### src/rtl/eirq_pkg.sv
package eirq_pkg;

    typedef enum logic {
        SENSE_EDGE       = 1'b0,
        SENSE_EDGE_LEVEL = 1'b1
    } sense_mode_e;

    typedef struct packed {
        logic fall;   // synchronized line went high -> low this cycle
        logic low;    // synchronized line currently low
    } line_event_t;

    typedef struct packed {
        logic boundary;
        logic mask;
        logic vfetch;
    } cpu_ctl_t;

    function automatic logic set_request(line_event_t ev, sense_mode_e mode);
        logic lvl;
        lvl = (mode == SENSE_EDGE_LEVEL) && ev.low;
        return ev.fall || lvl;
    endfunction

endpackage

### src/rtl/eirq_sync.sv
module eirq_sync #(
    parameter int STAGES = 2
) (
    input  logic clk,
    input  logic rst,
    input  logic async_i,
    output logic sync_o
);
    localparam int LAST = STAGES - 1;

    logic [LAST:0] chain;

    generate
        for (genvar g = 0; g <= LAST; g++) begin : g_stage
            if (g == 0) begin : g_first
                always_ff @(posedge clk) begin
                    if (rst) chain[0] <= 1'b1;
                    else     chain[0] <= async_i;
                end
            end else begin : g_next
                always_ff @(posedge clk) begin
                    if (rst) chain[g] <= 1'b1;
                    else     chain[g] <= chain[g-1];
                end
            end
        end
    endgenerate

    assign sync_o = chain[LAST];

    AST_SYNC_IDLE_AFTER_RESET: assert property (@(posedge clk) rst |=> sync_o);
endmodule

### src/rtl/eirq_edge.sv
module eirq_edge
    import eirq_pkg::*;
(
    input  logic        clk,
    input  logic        rst,
    input  logic        line_i,
    output line_event_t ev_o
);
    logic prev_q;

    always_ff @(posedge clk) begin
        if (rst) prev_q <= 1'b1;
        else     prev_q <= line_i;
    end

    always_comb begin
        ev_o.fall = prev_q & ~line_i;
        ev_o.low  = ~line_i;
    end

    AST_FALL_ONLY_AFTER_HIGH: assert property (@(posedge clk) disable iff (rst)
        ev_o.fall |-> $past(line_i));
endmodule

### src/rtl/eirq_latch.sv
module eirq_latch (
    input  logic clk,
    input  logic rst,
    input  logic set_i,
    input  logic clr_i,
    output logic pending_o
);
    logic pend_q;

    always_ff @(posedge clk) begin
        if (rst)        pend_q <= 1'b0;
        else if (set_i) pend_q <= 1'b1;   // set wins over a same-cycle clear
        else if (clr_i) pend_q <= 1'b0;
    end

    assign pending_o = pend_q;

    AST_SET_WINS: assert property (@(posedge clk) disable iff (rst)
        set_i |=> pending_o);
    AST_CLEAR_ON_FETCH: assert property (@(posedge clk) disable iff (rst)
        (clr_i && !set_i) |=> !pending_o);
    AST_HOLD_WITHOUT_FETCH: assert property (@(posedge clk) disable iff (rst)
        (pending_o && !clr_i) |=> pending_o);
endmodule

### src/rtl/eirq_take.sv
module eirq_take
    import eirq_pkg::*;
(
    input  logic     clk,
    input  logic     rst,
    input  logic     pending_i,
    input  cpu_ctl_t ctl_i,
    output logic     take_o
);
    logic await_fetch_q;
    logic take_c;

    always_comb begin
        take_c = ctl_i.boundary && !ctl_i.mask && pending_i && !await_fetch_q;
    end

    always_ff @(posedge clk) begin
        if (rst)               await_fetch_q <= 1'b0;
        else if (ctl_i.vfetch) await_fetch_q <= 1'b0;
        else if (take_c)       await_fetch_q <= 1'b1;
    end

    assign take_o = take_c;

    AST_TAKE_MASKED_OFF: assert property (@(posedge clk) disable iff (rst)
        take_o |-> !ctl_i.mask);
    AST_TAKE_AT_BOUNDARY: assert property (@(posedge clk) disable iff (rst)
        take_o |-> ctl_i.boundary);
    AST_TAKE_SINGLE_PULSE: assert property (@(posedge clk) disable iff (rst)
        take_o |=> !take_o);
endmodule

### src/rtl/eirq_ctrl.sv
module eirq_ctrl
    import eirq_pkg::*;
#(
    parameter int SYNC_STAGES = 2
) (
    input  logic clk,
    input  logic rst,
    input  logic ext_int_n,
    input  logic level_mode_i,
    input  logic mask_i,
    input  logic boundary_i,
    input  logic vfetch_i,
    output logic take_o,
    output logic pending_o
);
    logic        line_sync;
    line_event_t ev;
    sense_mode_e mode;
    cpu_ctl_t    ctl;
    logic        set_req;

    assign mode = level_mode_i ? SENSE_EDGE_LEVEL : SENSE_EDGE;

    always_comb begin
        ctl.boundary = boundary_i;
        ctl.mask     = mask_i;
        ctl.vfetch   = vfetch_i;
        set_req      = set_request(ev, mode);
    end

    eirq_sync #(.STAGES(SYNC_STAGES)) u_sync (
        .clk     (clk),
        .rst     (rst),
        .async_i (ext_int_n),
        .sync_o  (line_sync)
    );

    eirq_edge u_edge (
        .clk    (clk),
        .rst    (rst),
        .line_i (line_sync),
        .ev_o   (ev)
    );

    eirq_latch u_latch (
        .clk       (clk),
        .rst       (rst),
        .set_i     (set_req),
        .clr_i     (vfetch_i),
        .pending_o (pending_o)
    );

    eirq_take u_take (
        .clk       (clk),
        .rst       (rst),
        .pending_i (pending_o),
        .ctl_i     (ctl),
        .take_o    (take_o)
    );

    AST_TAKE_NEEDS_PENDING: assert property (@(posedge clk) disable iff (rst)
        take_o |-> pending_o);
    AST_EDGE_MODE_NO_LEVEL_SET: assert property (@(posedge clk) disable iff (rst)
        (!level_mode_i && !pending_o && line_sync) |=> !pending_o);
endmodule

### config.mk
export PLATFORM = sky130hd
export DESIGN_NAME = eirq_ctrl
export DESIGN_NICKNAME = d
export VERILOG_FILES = /design/src/rtl/eirq_pkg.sv /design/src/rtl/eirq_sync.sv /design/src/rtl/eirq_edge.sv /design/src/rtl/eirq_latch.sv /design/src/rtl/eirq_take.sv /design/src/rtl/eirq_ctrl.sv
export SDC_FILE = /design/constraint.sdc
export NUM_CORES = 1
export LEC_CHECK = 0
export ABC_AREA = 1
export BUFFER_PORTS_ARGS = -buffer_cell sky130_fd_sc_hd__buf_2
export CAP_MARGIN = 20
export CORE_AREA = 2 2 39 41
export CTS_CLUSTER_DIAMETER = 60
export DETAILED_ROUTE_END_ITERATION = 8
export DIE_AREA = 0 0 41 43
export GPL_ROUTABILITY_DRIVEN = 0
export PLACE_DENSITY = 0.35
export REMOVE_ABC_BUFFERS = 1
export SYNTH_ARGS = -nofsm -noshare
export SYNTH_HDL_FRONTEND = slang
export SYNTH_SLANG_ARGS = --single-unit
### constraint.sdc
create_clock -name clk -period 0.8 [get_ports clk]
set_clock_uncertainty 0.05 [all_clocks]
set_input_delay 0.04 -clock clk [delete_from_list [all_inputs] [get_ports clk]]
set_output_delay 0.04 -clock clk [all_outputs]
set_load 0.02 [all_outputs]
# Word-level counts from Yosys, hierarchy flattened
# Index checks and enable logic that the tools add are counted.
dict set report word_totals {
  elab_cells 19
  register_bits 5
  out_inout_bits 2
  in_bits 7
}
dict set report classes {
  muxes 3
  n_reduce_logical 9
  n_bitwise 2
}
# op n
set op_table {}
lappend op_table {{$logic_and A1 B1 Y1} 4}
lappend op_table {{$mux W1} 3}
lappend op_table {{$logic_not A1 Y1} 2}
lappend op_table {{$reduce_bool A2 Y1} 1}
lappend op_table {{$reduce_or A2 Y1} 1}
lappend op_table {{$and A1 B1 Y1} 1}
lappend op_table {{$logic_or A1 B1 Y1} 1}
lappend op_table {{$not A1 Y1} 1}

# Depth between registers and ports, before layout
# Gate-level depths: netlist of the first run.
dict set report depth {
  depth_word 4
  ltp_mapped 3
}

# By module
# A second synthesis of the first run with hierarchy kept.
dict set report hier_totals {
  cells_unflattened 28
  hier_area_um2 202.7
}
# mod cells_per_inst instances area_each_um2 seq_area_each_um2
set modules_own_cells {}
lappend modules_own_cells {eirq_sync 7 1 58.8 40.0}
lappend modules_own_cells {eirq_take 7 1 51.3 20.0}
lappend modules_own_cells {eirq_edge 6 1 41.3 20.0}
lappend modules_own_cells {eirq_latch 5 1 40.0 20.0}
lappend modules_own_cells {eirq_ctrl 3 1 11.3 0.0}

# Least setup slack after synthesis of the first run
# Ideal clock, no wire load.
dict set report synth_path {
  path_type {flip-flop to output port}
  from {register u_latch.pend_q (netlist: u_latch.pending_o)}
  to {output take_o}
  setup_slack_ns -0.150
  t_arrival_ns 0.860
  path_stages_with_launch 3
  path_cell_list {dfxtp_1 > nand3_1 > nor2_1}
}
dict set report synth_via {
  elab_chain_cells 2
}
# item line
set synth_rtl {}
lappend synth_rtl {{from (decl)} eirq_latch.sv:8} ;# logic pend_q;
lappend synth_rtl {{from (signal assigned)} eirq_latch.sv:11} ;# if (rst) pend_q <= 1'b0;
lappend synth_rtl {{from (signal assigned)} eirq_latch.sv:12} ;# else if (set_i) pend_q <= 1'b1;
lappend synth_rtl {{from (signal assigned)} eirq_latch.sv:13} ;# else if (clr_i) pend_q <= 1'b0;
lappend synth_rtl {{$logic_and A1 B1 Y1 (2 in a row)} eirq_take.sv:14} ;# take_c = ctl_i.boundary && !ctl_i.mask && pending_i && !await_fetch_q;
lappend synth_rtl {{to (decl)} eirq_ctrl.sv:13} ;# output logic take_o,
# No other way between the ends.

# Worst setup path after layout of the first run
# Same ends and word-level chain as after synthesis.

==> results of run 1 <==
## per-layer routing
layer / share of wire (%) / vias to the layer above / wire length (um) / GRT usage [%]
met5: 0 / - / 0 / 0
met4: 0 / 0 / 0 / 2.00
met3: 14 / 0 / 50 / 6.81
met2: 36 / 9 / 126 / 7.19
met1: 49 / 70 / 169 / 5.84
li1: - / 92 / - / -
## path summary, 6_finish.rpt
check                                       from                                end  slack [ns]  cells after the start
setup / recovery  u_latch.pending_o$_SDFFE_PP0P_                             take_o       -0.17                      3
hold / removal                               rst           u_sync.sync_o$_SDFF_PP1_       -0.02                      2
setup reg to reg  u_latch.pending_o$_SDFFE_PP0P_  u_take.await_fetch_q$_SDFFE_PP0P_       -0.05                      4
hold reg to reg       u_sync.chain[0]$_SDFF_PP1_           u_sync.sync_o$_SDFF_PP1_        0.35                      1
## stage by stage
stage | TNS, ns | instances | worst slack (ns)
6_report | -0.308 | 52 | -0.166
5_1_grt | -0.408 | 52 | -0.199
4_1_cts | -0.343 | 53 | -0.183
3_5_place_dp | 0 | 44 | 0.00871
3_3_place_gp | 0 | 44 | 0.0410
2_1_floorplan | -0.150 | 20 | -0.150
## what timing repair did
action / in CTS / in global routing
endpoints found under the hold margin: 4 / 1
pin swaps: 2 / 4
gates resized for setup: 6 / 0
setup endpoints to repair: 2 / 5
buffers inserted: 3 / 0
## cell families (layout without fill, tap and decap cells)
logic type      after synthesis  in the layout
compound gates                2              2
buf+inv                       5             21
flops                         5              5
simple gates                  8              8
## power by group through the flow
stage / combinational, mW / clock (mW) / sequential, mW
after detailed placement: 0.0339 / 0 / 0.266
after global routing: 0.0572 / 0.320 / 0.262
final: 0.0493 / 0.282 / 0.262
after global placement: 0.0330 / 0 / 0.265
after floorplan: 0.0121 / 0 / 0.268
after CTS: 0.0519 / 0.299 / 0.262
## synthesized netlist by cell type (all sizes together)
cell,instances
inv,5
or2,2
nor2,2
nand2,2
nand3,2
o21ai,1
dfxtp,5
a21oi,1
## sequential cells by signal, summed over array words and instances, names as in the netlist
signal and flops:
u_edge.prev_q 1, u_latch.pending_o 1, u_sync.chain 1, u_sync.sync_o 1, u_take.await_fetch_q 1
## area by class of cell
type                            count  area share [%]
Inverter                            5            6.07
Multi-Input combinational cell     10            18.2
Clock buffer                        4            8.50
Tap cell                           16            6.48
Sequential cell                     5            32.8
Timing Repair Buffer               12            27.9
## layout by cell type (no fill, tap or decap), drive strengths merged
| cell | count |
|---|---|
| or2 | 2 |
| a21oi | 1 |
| nor2 | 2 |
| dlygate4sd3 | 2 |
| dfxtp | 5 |
| inv | 5 |
| o21ai | 1 |
| clkbuf | 4 |
| buf | 10 |
| nand2 | 2 |
| nand3 | 2 |
==> flow_summary.json, run 1 <==
{
  "outcome": "finished, violations left",
  "failed_checks": "hold timing, setup timing",
  "power_frac_clock_pct": 47.6,
  "timing_worst_setup_path_type": "reg2out",
  "areaGrowthSynthToFinish_pct": 85.7,
  "pin_count": 9,
  "leakage_power_nw": 0.147,
  "critical_path.max_fanout": 2,
  "netlist.area_leader.share_pct": 60.2,
  "setup_repair_after_global_routing_missed_its_margin": "yes",
  "number_of_antenna_violations_at_the_first_check_in_global_routing": 0,
  "buffers_plus_inverters_on_the_worst_setup_path": 1,
  "mappedNetlistArea_um2": 166,
  "global_route.usage.total_pct": 5.74,
  "grt_first_pass_wirelength_um": 641,
  "synth_simple_gate_area_share_pct": 22.6,
  "clockBufferDepth": 2,
  "multiInputGateArea_um2": 56.3,
  "seq_area_um2": 101,
  "critical_path.top_delay_family": "flip-flops",
  "coreArea_um2": 1380,
  "crit_slowest_cell": "sky130_fd_sc_hd__dfxtp_2",
  "row_count": 14,
  "yosysWarnings": 0,
  "p_per_area_nw_per_um2": 1920,
  "area_of_placed_instances_um2": 226,
  "port_buffers": 8,
  "post_synth_fa_ha_maj_area_fraction_pct": 0,
  "timing.final.crit_share_pct": 121,
  "detailedRoute.firstPassIterationCount": 1,
  "cell_by_cell_listing_of_the_critical_path": "nand3_2 > nor2_1 > buf_4",
  "synthXorXnorAreaFrac_pct": 0,
  "cell_internal_pwr_mw": 0.476,
  "yosysUniqueCellTypes": 8,
  "grt_max_degree": 5,
  "initial_utilization_pct": 12.0,
  "critical_path_arrival_ns": 0.88,
  "post_route_cells_drive_above_1_share_pct": 44.4,
  "cts_root_buffer": "sky130_fd_sc_hd__clkbuf_4",
  "dieArea_um2": 1760,
  "number_of_global_route_vias_before_repair": 182,
  "final_ws_setup_ns": -0.166,
  "hold_viol_final": 3,
  "htree_levels": 1,
  "synth.area.top_cells": "sky130_fd_sc_hd__dfxtp_1 60%, sky130_fd_sc_hd__inv_1 11%, sky130_fd_sc_hd__or2_1 7.5%",
  "post-route-min-period_ns": 0.966,
  "post_cts_hold_buffer_count": 2,
  "design_power_total_mw": 0.593,
  "synth_cells": 20,
  "worst_skew_pair.late_latency_ns": 0.23,
  "timing.fmax_ghz": 1.03,
  "share_of_cell_area_taken_by_muxes_after_synthesis_pct": 0,
  "finalNetCount": 44,
  "setup.worst_path.start_class": "flip-flop",
  "route.detailed.vias_per_inst": 3.29,
  "cpPeakStageDelay_ns": 0.33,
  "worst_slew_margin_rel_pct": 92.4,
  "fp.dieH_um": 43,
  "grt.overflow.total": 0,
  "drt_iter0_markers": 0,
  "fin_util_pct": 22.3,
  "required_worst_endpoint_ns": 0.71,
  "synthDominantAreaCellType": "sky130_fd_sc_hd__dfxtp_1",
  "critical_path.endpoint_type": "output pin",
  "share_seq_of_total_power_pct": 44.1,
  "synth_top_family_by_area": "simple AND/OR/NAND/NOR gates",
  "power.share.combinational_pct": 8.3,
  "post-route-cell-area_um2": 309,
  "cts.sink_count": 5,
  "die_width_um": 41,
  "setup_viol": 3,
  "worst_hold_slack_ns": -0.0204,
  "drt_wl_total_um": 346,
  "peakVddDrop_mv": 1.19,
  "final_max_slew_viol_count": 0,
  "cts.reportedPaths.clkPinSlew_ns": 0.04,
  "p_sw_mw": 0.117,
  "transition_at_the_pin_with_the_smallest_max_transition_slack_ns": 0.114,
  "wire_per_inst_um": 6.65,
  "clock_tree_from_tritoncts": "built",
  "min-delay-path-class": "in2reg",
  "swShare_pct": 19.7,
  "antenna_left": 0,
  "post-route-drc-count": 0,
  "syn_area_per_cell_um2": 8.32,
  "total_via_count_after_detailed_routing": 171,
  "cts_inserted_buffers": 3,
  "synth_seq_cells": 5,
  "synth_seq_area_share_pct": 60.2,
  "diodes": 0,
  "synth_compound_area_share_pct": 6.02,
  "fillerInstances": 154,
  "max_cap_violations": 0
}
(Power assumes the default switching activity.)
==> run 2: changes to the inputs <==
--- a/config.mk
+++ b/config.mk
@@ -15,6 +15,7 @@
 export GPL_ROUTABILITY_DRIVEN = 0
 export PLACE_DENSITY = 0.35
 export REMOVE_ABC_BUFFERS = 1
+export SKIP_LAST_GASP = 1
 export SYNTH_ARGS = -nofsm -noshare
 export SYNTH_HDL_FRONTEND = slang
 export SYNTH_SLANG_ARGS = --single-unit
==> run 2 against run 1 <==
- the run still ends with hold timing, setup timing left
- sequential power hardly changed
- critical path depth is the same
- via count increased by 2.9%
- register-to-register slack got worse by 0.02 ns
- combinational power is 9.5% higher
- critical endpoint unchanged
- largest cell class unchanged
- largest power group unchanged
- highest routed layer unchanged
==> flow_summary.json, run 2 (same netlist as run 1, synthesis figures left out) <==
{
  "outcome": "finished, violations left",
  "failed_checks": "hold timing, setup timing",
  "cts_inserted_buffers": 3,
  "initial_utilization_pct": 12.0,
  "fin_cells": 53,
  "antenna_left": 0,
  "r2r.worst_path.cells": 4,
  "leakage_power_nw": 0.152,
  "final_max_slew_viol_count": 0,
  "grt_max_degree": 5,
  "required_worst_endpoint_ns": 0.71,
  "mostFrequentLayoutCells": "5 x sky130_fd_sc_hd__inv_1, 5 x sky130_fd_sc_hd__buf_2, 4 x sky130_fd_sc_hd__dfxtp_1",
  "power_frac_clock_pct": 47.2,
  "critical_path.endpoint_type": "output pin",
  "power.share.combinational_pct": 9.0,
  "post_route_cells_drive_above_1_share_pct": 45.9,
  "detailedRoute.firstPassIterationCount": 1,
  "worst_skew_pair.late_latency_ns": 0.23,
  "worst_hold_slack_ns": -0.0204,
  "min-delay-path-class": "in2reg",
  "number_of_antenna_violations_at_the_first_check_in_global_routing": 0,
  "timing.final.crit_share_pct": 121,
  "critical_path_arrival_ns": 0.87,
  "worst_hold_path.endpoint": "u_sync.sync_o$_SDFF_PP1_",
  "max_cap_violations": 0,
  "transition_at_the_pin_with_the_smallest_max_transition_slack_ns": 0.114,
  "post-route-cell-area_um2": 325,
  "critical_path.max_fanout": 2,
  "clock_tree_from_tritoncts": "built",
  "area_of_placed_instances_um2": 226,
  "drt_iter0_markers": 0,
  "finalNetCount": 45,
  "total_via_count_after_detailed_routing": 176,
  "p_per_area_nw_per_um2": 1840,
  "dieArea_um2": 1760,
  "place_inst": 44,
  "drt_wl_total_um": 364,
  "startpoint_of_the_worst_hold_path": "rst",
  "share_seq_of_total_power_pct": 43.8,
  "diodes": 0,
  "multiInputGateArea_um2": 58.8,
  "cell_internal_pwr_mw": 0.480,
  "grt_first_pass_wirelength_um": 627,
  "fp.dieH_um": 43,
  "final_ws_setup_ns": -0.164,
  "p_sw_mw": 0.118,
  "grt.overflow.total": 0,
  "route.detailed.vias_per_inst": 3.32,
  "row_count": 14,
  "number_of_global_route_vias_before_repair": 186,
  "timing.fmax_ghz": 1.04,
  "setup_repair_after_global_routing_missed_its_margin": "yes",
  "setup_viol": 3,
  "cts.sink_count": 5,
  "post_cts_hold_buffer_count": 3,
  "cts_root_buffer": "sky130_fd_sc_hd__clkbuf_4",
  "setup.worst_path.start_class": "flip-flop",
  "worst_r2r_endpoint": "u_take.await_fetch_q$_SDFFE_PP0P_",
  "peakVddDrop_mv": 1.19,
  "post-route-drc-count": 0,
  "coreArea_um2": 1380,
  "post-route-min-period_ns": 0.964,
  "worst_slew_margin_rel_pct": 92.4,
  "htree_levels": 1,
  "summed_negative_setup_slack_over_all_endpoints_ns": -0.331,
  "reg2reg_setup_slack_ns": -0.07,
  "rr_startpoint": "u_latch.pending_o$_SDFFE_PP0P_",
  "swShare_pct": 19.8,
  "clockBufferDepth": 2,
  "hold_viol_final": 3,
  "cts.reportedPaths.clkPinSlew_ns": 0.04,
  "seq_area_um2": 101,
  "timing_worst_setup_path_type": "reg2out",
  "port_buffers": 8,
  "wire_per_inst_um": 6.87,
  "fillerInstances": 151,
  "global_route.usage.total_pct": 5.64,
  "pin_count": 9,
  "die_width_um": 41,
  "number_of_cells_on_the_worst_hold_path": 2,
  "fin_util_pct": 23.5,
  "areaGrowthSynthToFinish_pct": 95.5
}
run 2: cell count changes in the layout (fill, tap and decap cells not counted):
cell,change
sky130_fd_sc_hd__dlygate4sd3_1,+1
sky130_fd_sc_hd__buf_6,+1
sky130_fd_sc_hd__nor2_1,-1
sky130_fd_sc_hd__nor2_2,+1
sky130_fd_sc_hd__buf_4,-1
run 2: area by class of cell:
type	instances	area share, %
clock buffer	4	8.08
inverter	5	5.77
multi-input combinational	10	18.1
sequential	5	31.2
tap	16	6.15
timing repair buffer	13	30.8
run 2: worst max-delay path by stage:
stage / startpoint / end / depth (start not counted)
detailed placement: u_latch.pending_o$_SDFFE_PP0P_ / take_o / 3
global route: u_latch.pending_o$_SDFFE_PP0P_ / take_o / 3
global placement: u_latch.pending_o$_SDFFE_PP0P_ / take_o / 3
CTS: u_latch.pending_o$_SDFFE_PP0P_ / take_o / 3
floorplan: u_latch.pending_o$_SDFFE_PP0P_ / take_o / 2
finish: u_latch.pending_o$_SDFFE_PP0P_ / take_o / 3
run 2: what timing repair did:
| item | CTS | global route |
|---|---|---|
| gates resized for setup | 5 | 3 |
| endpoints found under the setup margin | 2 | 5 |
| hold endpoints to repair | 5 | 1 |
| setup buffers | 3 | 0 |
| cloned | 0 | 0 |
| pin swaps | 2 | 4 |
run 2: per-layer routing:
metal	global-route usage, %	wire length, um
met2	7.19	144
met4	2.00	0
met5	0	0
met3	6.28	41
met1	5.84	178
run 2: worst max-delay path, stage by stage (launching register included):
cell                      delay [ns]
sky130_fd_sc_hd__dfxtp_2        0.33
sky130_fd_sc_hd__nand3_2        0.07
sky130_fd_sc_hd__nor2_2         0.11
sky130_fd_sc_hd__buf_6          0.13
run 2: stage by stage:
step,total power [mW],setup slack [ns]
global route,0.645,-0.217
CTS,0.615,-0.183
global placement,0.298,0.0410
detailed placement,0.300,0.00871
finish,0.598,-0.164
floorplan,0.280,-0.150
run 2: power by group through the flow:
stage                     Clock [mW]  Combinational (mW)  Sequential (mW)
after floorplan                    0              0.0121            0.268
after global placement             0              0.0330            0.265
after detailed placement           0              0.0339            0.266
after CTS                      0.299              0.0550            0.262
after global routing           0.320              0.0624            0.262
final                          0.282              0.0540            0.262
==> run 3: changes to the inputs <==
--- a/config.mk
+++ b/config.mk
@@ -6,14 +6,14 @@
 export NUM_CORES = 1
 export LEC_CHECK = 0
 export ABC_AREA = 1
-export BUFFER_PORTS_ARGS = -buffer_cell sky130_fd_sc_hd__buf_2
 export CAP_MARGIN = 20
 export CORE_AREA = 2 2 39 41
 export CTS_CLUSTER_DIAMETER = 60
 export DETAILED_ROUTE_END_ITERATION = 8
 export DIE_AREA = 0 0 41 43
+export DONT_BUFFER_PORTS = 1
 export GPL_ROUTABILITY_DRIVEN = 0
-export PLACE_DENSITY = 0.35
+export PLACE_DENSITY = 0.3
 export REMOVE_ABC_BUFFERS = 1
 export SKIP_LAST_GASP = 1
 export SYNTH_ARGS = -nofsm -noshare
==> run 3 against run 2 <==
- the flow finishes with violations (setup timing)
- fmax up 0.76%
- power increased by 0.64%
- worst hold slack improved by 0.12 ns
- largest cell class unchanged
==> flow_summary.json, run 3 (same netlist as run 1, synthesis figures left out) <==
{
  "mostFrequentLayoutCells": "5 x sky130_fd_sc_hd__inv_1, 4 x sky130_fd_sc_hd__dlygate4sd3_1, 4 x sky130_fd_sc_hd__dfxtp_1",
  "transition_at_the_pin_with_the_smallest_max_transition_slack_ns": 0.138,
  "critical_path.max_fanout": 2,
  "die_width_um": 41,
  "timing.final.crit_share_pct": 120,
  "drt_wl_total_um": 398,
  "fin_util_pct": 22.8,
  "post-route-drc-count": 0,
  "summed_negative_setup_slack_over_all_endpoints_ns": -0.347,
  "wire_per_inst_um": 8.12,
  "hold_viol_final": 0,
  "failed_checks": "setup timing",
  "setup_repair_after_global_routing_missed_its_margin": "yes",
  "grt.overflow.total": 0,
  "reg2reg_setup_slack_ns": -0.08,
  "leakage_power_nw": 0.136,
  "worst_slew_margin_rel_pct": 90.8,
  "final_common_cell": "sky130_fd_sc_hd__inv_1",
  "post-route-min-period_ns": 0.957,
  "cts_inserted_buffers": 3,
  "detailedRoute.firstPassIterationCount": 2,
  "port_buffers": 0,
  "diodes": 0,
  "finalNetCount": 41,
  "drt_iter0_markers": 1,
  "critical_path.endpoint_type": "output pin",
  "outcome": "finished, violations left",
  "p_per_area_nw_per_um2": 1910,
  "global_route.usage.total_pct": 6.53,
  "initial_utilization_pct": 12.0,
  "pin_count": 9,
  "timing_worst_setup_path_type": "reg2out",
  "worst_skew_pair.late_latency_ns": 0.24,
  "areaGrowthSynthToFinish_pct": 89.5,
  "cts_root_buffer": "sky130_fd_sc_hd__clkbuf_4",
  "cts.reportedPaths.clkPinSlew_ns": 0.04,
  "clockBufferDepth": 2,
  "max_cap_violations": 0,
  "required_worst_endpoint_ns": 0.71,
  "grt_first_pass_wirelength_um": 627,
  "route.detailed.vias_per_inst": 3.41,
  "dieArea_um2": 1760,
  "number_of_antenna_violations_at_the_first_check_in_global_routing": 0,
  "timing.fmax_ghz": 1.04,
  "final_max_slew_viol_count": 0,
  "min-delay-path-class": "in2reg",
  "setup.worst_path.start_class": "flip-flop",
  "post_route_cells_drive_above_1_share_pct": 39.4,
  "final_ws_setup_ns": -0.157,
  "peakVddDrop_mv": 0.939,
  "row_count": 14,
  "cts.sink_count": 5,
  "antenna_left": 0,
  "htree_levels": 1,
  "coreArea_um2": 1380,
  "total_via_count_after_detailed_routing": 167,
  "number_of_global_route_vias_before_repair": 175,
  "clock_tree_from_tritoncts": "built",
  "grt_max_degree": 5,
  "fp.dieH_um": 43,
  "setup_viol": 4,
  "placement.setup.worst_slack_ns": 0.0587,
  "critical_path_arrival_ns": 0.87
}
[run 3: cell count changes in the layout (fill, tap and decap cells not counted), sizes merged]
cell | before | now
buf | 10 | 5
dlygate4sd3 | 3 | 4
[run 3: worst max-delay path, cell delays in order (launching register included)]
cell and delay (ns):
sky130_fd_sc_hd__dfxtp_2 0.33, sky130_fd_sc_hd__nand3_2 0.08, sky130_fd_sc_hd__nor2_2 0.10, sky130_fd_sc_hd__buf_6 0.12
[run 3: final cells by class]
class                   instances  area (um^2)
repair buffers                  9         85.1
fillers                       156         1070
flip-flops and latches          5          101
clock buffers                   4         26.3
inverters                       5         18.8
multi-input cells              10         63.8
well taps                      16         20.0
[run 3: layer usage]
metal  part of all wire (%)  vias to the layer above  GRT usage [%]
met5                      0                        -              0
met4                      0                        0           2.00
li1                       -                       85              -
met2                     47                       12           9.06
met1                     34                       70           4.52
met3                     19                        0           9.95
[run 3: worst paths after layout]
check / start / end / depth (start not counted)
setup / recovery: u_latch.pending_o$_SDFFE_PP0P_ / take_o / 3
hold / removal: boundary_i / u_take.await_fetch_q$_SDFFE_PP0P_ / 4
setup reg to reg: u_latch.pending_o$_SDFFE_PP0P_ / u_take.await_fetch_q$_SDFFE_PP0P_ / 4
hold reg to reg: u_sync.chain[0]$_SDFF_PP1_ / u_sync.sync_o$_SDFF_PP1_ / 1
[run 3: timing repair]
item | CTS | global route
endpoints found under the hold margin | 5 | 0
hold buffers | 4 | 0
gates resized for setup | 3 | 4
setup buffers | 3 | 0
pin swaps | 2 | 3
setup endpoints to repair | 2 | 4
[run 3: power breakdown]
group / internal (mW) / leakage [nW] / switching [mW]
Combinational: 0.0280 / 0.0800 / 0.0204
Sequential: 0.259 / 0.0414 / 0.00278
Clock: 0.189 / 0.0150 / 0.103
Total: 0.475 / 0.136 / 0.126
[run 3: metrics by stage]
stage | cells | cell area, um^2 | total power, mW | hold slack (ns)
CTS | 49 | 300 | 0.618 | 0.0680
floorplan | 20 | 166 | 0.280 | 0.0805
global route | 49 | 315 | 0.653 | 0.105
global placement | 38 | 201 | 0.285 | 0.0852
detailed placement | 38 | 201 | 0.286 | 0.0891
finish | 49 | 315 | 0.602 | 0.101
